--- src/rtl/hdlc_stat_reg.sv ---
module hdlc_stat_reg #(
  parameter int CNT_W    = 6,
  parameter int IDLE_RUN = 15
) (
  input  logic             clk,
  input  logic             rst_n,
  input  logic             rx_bit,
  input  logic             rx_bit_vld,
  input  logic             irq_evt,
  input  logic             rd_stb,
  input  logic [1:0]       rx_tag,
  input  logic [CNT_W-1:0] tx_count,
  input  logic [CNT_W-1:0] tx_thresh,
  input  logic [CNT_W-1:0] tx_depth,
  input  logic [CNT_W-1:0] rx_count,
  input  logic [CNT_W-1:0] rx_thresh,
  input  logic [CNT_W-1:0] rx_depth,
  output logic [7:0]       stat_q
);
  localparam int RUN_W = $clog2(IDLE_RUN + 1);
  localparam logic [RUN_W-1:0] RUN_MAX = RUN_W'(IDLE_RUN);
  localparam logic [RUN_W-1:0] RUN_PRE = RUN_W'(IDLE_RUN - 1);

  logic             irq_q;
  logic             valid_q;
  logic [RUN_W-1:0] ones_q;
  logic             run_full;
  logic             idle;
  logic [1:0]       tx_code;
  logic [1:0]       rx_code;

  assign run_full = (ones_q == RUN_MAX);
  assign idle     = ~valid_q | run_full;

  always_ff @(posedge clk or negedge rst_n) begin
    if (!rst_n) begin
      irq_q   <= 1'b0;
      valid_q <= 1'b0;
      ones_q  <= '0;
    end else begin
      irq_q <= irq_evt | (irq_q & ~rd_stb);
      if (rx_bit_vld) begin
        if (!rx_bit) begin
          ones_q  <= '0;
          valid_q <= 1'b1;
        end else begin
          if (!run_full) ones_q <= ones_q + 1'b1;
          if (ones_q >= RUN_PRE) valid_q <= 1'b1;
        end
      end
    end
  end

  always_comb begin
    if (tx_count == '0)            tx_code = 2'b10;
    else if (tx_count >= tx_depth) tx_code = 2'b00;
    else if (tx_count >= tx_thresh) tx_code = 2'b01;
    else                           tx_code = 2'b11;
  end

  always_comb begin
    if (rx_count == '0)            rx_code = 2'b00;
    else if (rx_count >= rx_depth) rx_code = 2'b10;
    else if (rx_count >= rx_thresh) rx_code = 2'b11;
    else                           rx_code = 2'b01;
  end

  assign stat_q = {irq_q, idle, rx_tag, tx_code, rx_code};
endmodule


--- config.mk ---
export PLATFORM = sky130hd
export DESIGN_NAME = hdlc_stat_reg
export DESIGN_NICKNAME = d
export VERILOG_FILES = /design/src/rtl/hdlc_stat_reg.sv
export SDC_FILE = /design/constraint.sdc
export NUM_CORES = 1
export LEC_CHECK = 0
export BUFFER_PORTS_ARGS = -buffer_cell sky130_fd_sc_hd__buf_4
export CORE_UTILIZATION = 45
export CTS_CLUSTER_DIAMETER = 120
export CTS_CLUSTER_SIZE = 40
export DETAILED_ROUTE_END_ITERATION = 12
export HOLD_SLACK_MARGIN = 0.12
export PLACE_DENSITY = 0.82
export SLEW_MARGIN = 15
export SYNTH_ARGS = -nofsm -noshare
export SYNTH_HDL_FRONTEND = slang
export SYNTH_SLANG_ARGS = --single-unit
export TNS_END_PERCENT = 50
--- constraint.sdc ---
create_clock -name clk -period 1.8 [get_ports clk]
set_input_delay 0.36 -clock clk [delete_from_list [all_inputs] [get_ports clk]]
set_output_delay 0.36 -clock clk [all_outputs]
set_load 0.01 [all_outputs]
==> results of run 1 <==
==> metrics by stage <==
step,utilization (%),cells
2_1_floorplan,-,126
4_1_cts,77.9,211
3_3_place_gp,70.7,206
6_report,80.5,212
3_5_place_dp,70.7,206
5_1_grt,80.5,212
==> metal layers <==
metal	GRT usage, %	vias up
met1	27.4	517
li1	-	547
met5	0	-
met3	2.49	16
met2	47.9	63
met4	15.7	0
==> registers in the layout, summed over array words and instances, names as in the netlist <==
signal	flops
ones_q	4
valid_q	1
irq_q	1
==> layout by cell type (no fill, tap or decap), types with 3 or more instances in the layout <==
cell,count
nand2_1,8
a21oi_1,6
inv_1,27
ha_4,5
o21ai_0,3
a21o_1,8
nand2b_1,3
dfrtp_1,6
nand3_1,3
buf_6,6
ha_1,21
clkbuf_4,3
buf_4,54
==> worst max-delay path, cell delays in order <==
cell      delay (ns)
buf_4           0.11
inv_4           0.04
ha_4            0.24
nand2b_1        0.13
a31oi_2         0.11
o311a_1         0.33
o22ai_2         0.19
buf_4           0.14
==> power by group through the flow <==
stage               Combinational (µW)  Sequential (µW)  Clock (µW)
global placement                   273              158           0
floorplan                          144              156           0
CTS                                326              157         135
finish                             367              158         128
detailed placement                 292              160           0
global route                       397              160         143
==> layout make-up <==
class	instances	area [µm²]
Clock buffer	3	22.5
Fill cell	133	394
Sequential cell	6	150
Timing Repair Buffer	61	483
Inverter	30	115
Tap cell	27	33.8
Multi-Input combinational cell	85	823
==> how the worst max path moves through the flow <==
stage / startpoint / end / slack (ns) / cells after the start
2_1_floorplan: rx_count[0] / stat_q[1] / 0.06 / 6
5_1_grt: rx_count[0] / stat_q[1] / -0.24 / 8
3_3_place_gp: tx_count[2] / stat_q[3] / -0.15 / 7
6_report: rx_count[0] / stat_q[1] / -0.22 / 8
3_5_place_dp: tx_count[2] / stat_q[3] / -0.25 / 7
4_1_cts: tx_count[4] / stat_q[3] / -0.14 / 7
==> kinds of logic (layout without fill, tap and decap cells) <==
logic type               Yosys count  after routing  synth area share (%)
flip-flops                         6              6                  15.1
buffers and inverters             35             94                  14.7
AND/OR/NAND/NOR                   26             26                  15.4
AO/OA/AOI/OAI                     33             33                  22.0
adder cells (fa/ha/maj)           26             26                  32.7
==> what timing repair did <==
action,4_1_cts,5_1_grt
pin swaps,10,6
hold endpoints to repair,6,0
hold buffers,1,0
buffers inserted,1,1
gates resized for setup,18,10
setup endpoints to repair,4,4
==> flow_metrics.tcl, run 1 <==
set metrics [dict create \
    drtAntennaViolNets 0 \
    drt_iter0_drc 39 \
    ys_seq_area_share_pct 15.1 \
    netlist_top_cells_count "inv_1 (30), ha_1 (26), nand2_1 (9)" \
    die-area_mm2 0.00240 \
    insertion_delay_ns 0.25 \
    avgViaCountPerCell 5.39 \
    grt_pass1_vias 1112 \
    p_total_uw 653 \
    async_flop_share_pct 100 \
    die_y_um 49.0 \
    worstSetupEndpointType "primary output" \
    synth.most_common_cell "inv_1" \
    final_nets 257 \
    ys_warn_count 0 \
    cts-htree-levels 1 \
    place_area_mm2 0.00143 \
    whs_endpoint "irq_q" \
    tns_ns -0.507 \
    initial_core_util_pct 49.1 \
    top_layer "met4" \
    crit_arrival_ns 1.66 \
    ir_worst_vdd_mv 0.402 \
    r2r_end "ones_q[1]" \
    hold-path-cell-count 2 \
    cts_sinks 6 \
    dr.pass1.iters 4 \
    r2r-start "ones_q[0]" \
    p_seq_share_pct 24.2 \
    vias 1143 \
    hold_start "irq_evt" \
    clkPwrFrac_pct 19.6 \
    wl_met3_um 201 \
    yosys_most_used_dff "dfrtp_1" \
    antenna_found_initial 0 \
    worstPathRequired_ns 1.44 \
    share_comb_of_total_power_pct 56.2 \
    io_pins 52 \
    finalInstanceArea_mm2 0.00163 \
    synth-seq-cells 6 \
    synth_cell_types 26 \
    row_count 16 \
    cts_tree "built" \
    p_sw_share_pct 35.2 \
    grt_first_pass_wirelength_um 4600 \
    hpwl_um 2170 \
    rrSetupSlack_ns 0.50 \
    num_antenna_cells 0 \
    drive_above_1_share_pct 45.9 \
    violations "negative setup slack" \
    worstHoldPathType "in -> reg" \
    syn_avg_cell_area_um2 7.88 \
    wl_per_cell_um 15.3 \
    tightest_slew_ns 0.260 \
    drt-total-wl_um 3240 \
    clock_path_buffers 2 \
    layout_setup_ws_ns -0.218 \
    setup-violations-final 4 \
    finalHoldWorstSlack_ns 0.309 \
    syn2layout_area_growth_pct 63.9 \
    synth_top_area_share_pct 32.7 \
    outcome "finished with violations" \
    hold_viol_final 0 \
    path_max_fanout 2 \
    rsz0062_at_grt "yes" \
    synth-edff-count 0 \
    yosysTopAreaCell "ha_1" \
    critPathLaunchType "input pin" \
    p_sw_uw 230 \
    ff2ff_path_depth 5 \
    maxSlewHeadroom_pct 82.5 \
    syn_inst 126 \
    synth_area_leaders "ha_1 (33%), dfrtp_1 (15%), inv_1 (11%)" \
    netlist_area_um2 993 \
    fin_crit_ns 2.02 \
    post-route-drc-count 0 \
    pre_cts_ws_ns -0.247 \
    route.met2.wl_um 1700 \
    max_freq_mhz 496 \
    drv_cap 0 \
    intPower_uw 423 \
    powerDensity_mw_per_mm2 401 \
    met1_length_um 1190 \
    track_usage_pct 25.6 \
    path_class "in -> out" \
    cts_made_buffers 3 \
    final-max-slew-violation-count 0 \
    finClkSkew_ns 0.00239 \
    gp_congestion 0.802 \
    grt_max_degree 9 \
    syn_nets 196 \
    p_leak_uw 0.000915 \
    clk_pin_slew_ns 0.05 \
    cts_root_buf "clkbuf_4" \
    fin_crit_sh_pct 112 \
    core-area_mm2 0.00202 \
    port_buffers 47 \
    grt-ovfl-total 0 \
    die_w_um 49.0 \
]
(Power assumes the default switching activity.)
==> run 2, diff against run 1 <==
==> constraint.sdc (replaced) <==
create_clock -name clk -period 2.3 [get_ports clk]
set_input_delay 0.46 -clock clk [delete_from_list [all_inputs] [get_ports clk]]
set_output_delay 0.46 -clock clk [all_outputs]
set_load 0.01 [all_outputs]
==> flow_metrics.tcl, run 2 (synthesized netlist as in run 1, its figures left out) <==
set metrics [dict create \
    wl_per_cell_um 11.6 \
    setup-violations-final 0 \
    worstHoldPathType "in -> reg" \
    post_cts_buffers 0 \
    cts_tree "built" \
    grt-ovfl-total 0 \
    die-area_mm2 0.00240 \
    drv_cap 0 \
    core-area_mm2 0.00202 \
    track_usage_pct 20.3 \
    vias 1009 \
    final_cell_mix "buf_4 (47), inv_1 (30), ha_1 (26), nand2_1 (9)" \
    cts_made_buffers 3 \
    hold-path-cell-count 2 \
    p_sw_uw 142 \
    dr.pass1.iters 4 \
    drt_iter0_drc 19 \
    grt_max_degree 9 \
    avgViaCountPerCell 5.07 \
    tns_ns 0 \
    share_comb_of_total_power_pct 50.0 \
    crit_arrival_ns 1.75 \
    syn2layout_area_growth_pct 40.0 \
    clkPwrFrac_pct 21.5 \
    seq_area_um2 150 \
    p_sw_share_pct 32.7 \
    final-max-slew-violation-count 0 \
    regMostFlops "ones_q" \
    num_antenna_cells 0 \
    path_max_fanout 3 \
    die_y_um 49.0 \
    ir_worst_vdd_mv 0.317 \
    max_freq_mhz 453 \
    worstSetupEndpointType "primary output" \
    top_regs "ones_q (4), irq_q (1), valid_q (1)" \
    fin_crit_ns 2.21 \
    gp_congestion 0.804 \
    critPathLaunchType "input pin" \
    ff2ff_path_depth 5 \
    rsz0062_at_grt "no" \
    finClkSkew_ns 0.00537 \
    row_count 16 \
    whs_endpoint "irq_q" \
    drt-total-wl_um 2320 \
    p_seq_share_pct 28.5 \
    port_buffers 47 \
    clk_pin_slew_ns 0.05 \
    grt_first_pass_wirelength_um 3900 \
    layout_commonest_cell "buf_4" \
    fin_crit_sh_pct 95.9 \
    insertion_delay_ns 0.24 \
    drtAntennaViolNets 0 \
    post-route-drc-count 0 \
    hold_start "irq_evt" \
    largest_register_ffs 4 \
    cts_sinks 6 \
    initial_core_util_pct 49.1 \
    tightest_slew_ns 0.232 \
    fill_cells 175 \
    outcome "finished, final reports clean" \
    multi_input_area_um2 709 \
    worstPathRequired_ns 1.84 \
    io_pins 52 \
    p_leak_uw 0.000832 \
    final_nets 244 \
    r2r-start "ones_q[0]" \
    r2r_end "ones_q[1]" \
    cts-htree-levels 1 \
    intPower_uw 293 \
    clock_path_buffers 2 \
    powerDensity_mw_per_mm2 312 \
    path_class "in -> out" \
    antenna_found_initial 0 \
    hpwl_um 2070 \
    maxSlewHeadroom_pct 84.5 \
    cts_root_buf "clkbuf_4" \
    rrSetupSlack_ns 1.00 \
    die_w_um 49.0 \
    grt_pass1_vias 1003 \
    drive_above_1_share_pct 32.6 \
    hold_viol_final 0 \
    p_total_uw 435 \
]
run 2: changes by cell type in the layout (fill, tap and decap cells not counted), moves of 2 or more:
cell,change
ha_1,+5
inv_2,-2
a21oi_2,-2
buf_6,-6
a21oi_1,+2
a31oi_1,+2
inv_1,+3
buf_4,-7
ha_4,-5
run 2: worst max-delay path, stage by stage:
cell     delay (ns)
buf_4          0.13
ha_1           0.32
a21o_1         0.14
a31oi_2        0.05
o311a_1        0.36
o22ai_2        0.16
buf_4          0.14
run 2: power groups by stage:
stage | combinational [µW] | clock, µW | sequential (µW)
detailed placement | 214 | 0 | 125
floorplan | 112 | 0 | 122
CTS | 216 | 99.4 | 123
global placement | 200 | 0 | 124
finish | 217 | 93.4 | 124
global route | 249 | 101 | 125
run 2: final cells by class:
| class | count | area share [%] |
|---|---|---|
| clock buffers | 3 | 1.62 |
| inverters | 30 | 8.09 |
| multi-input cells | 85 | 51.0 |
| flip-flops and latches | 6 | 10.8 |
| well taps | 27 | 2.43 |
| repair buffers | 48 | 26.1 |
run 2: per-stage QoR:
step	setup WS, ns	util [%]	cells	hold slack, ns	cell area [µm²]
finish	0.0935	68.8	199	0.401	1390
global route	0.0110	68.8	199	0.395	1390
CTS	0.0924	68.2	199	0.393	1380
detailed placement	0.0951	66.6	195	0.269	1350
global placement	0.158	66.6	195	0.270	1350
floorplan	0.359	-	126	0.164	993
run 2: timing repair:
item / 4_1_cts / 5_1_grt
hold buffers: 1 / 0
gates resized for setup: 0 / 2
hold endpoints to repair: 6 / 0
endpoints found under the setup margin: 0 / 1
run 2: worst max path at each step:
stage,slack (ns),start,cells after the start,end
2_1_floorplan,0.36,rx_count[0],6,stat_q[1]
3_3_place_gp,0.16,tx_count[0],8,stat_q[3]
3_5_place_dp,0.1,rx_count[0],8,stat_q[1]
4_1_cts,0.09,rx_count[0],8,stat_q[1]
5_1_grt,0.01,rx_count[2],7,stat_q[1]
6_report,0.09,rx_count[2],7,stat_q[1]
run 2: layer usage:
layer,up-vias,GRT usage (%),wire length [µm]
met2,23,41.0,1260
li1,524,-,-
met1,460,21.5,969
met3,2,1.56,77
met4,0,6.86,3
met5,-,0,0
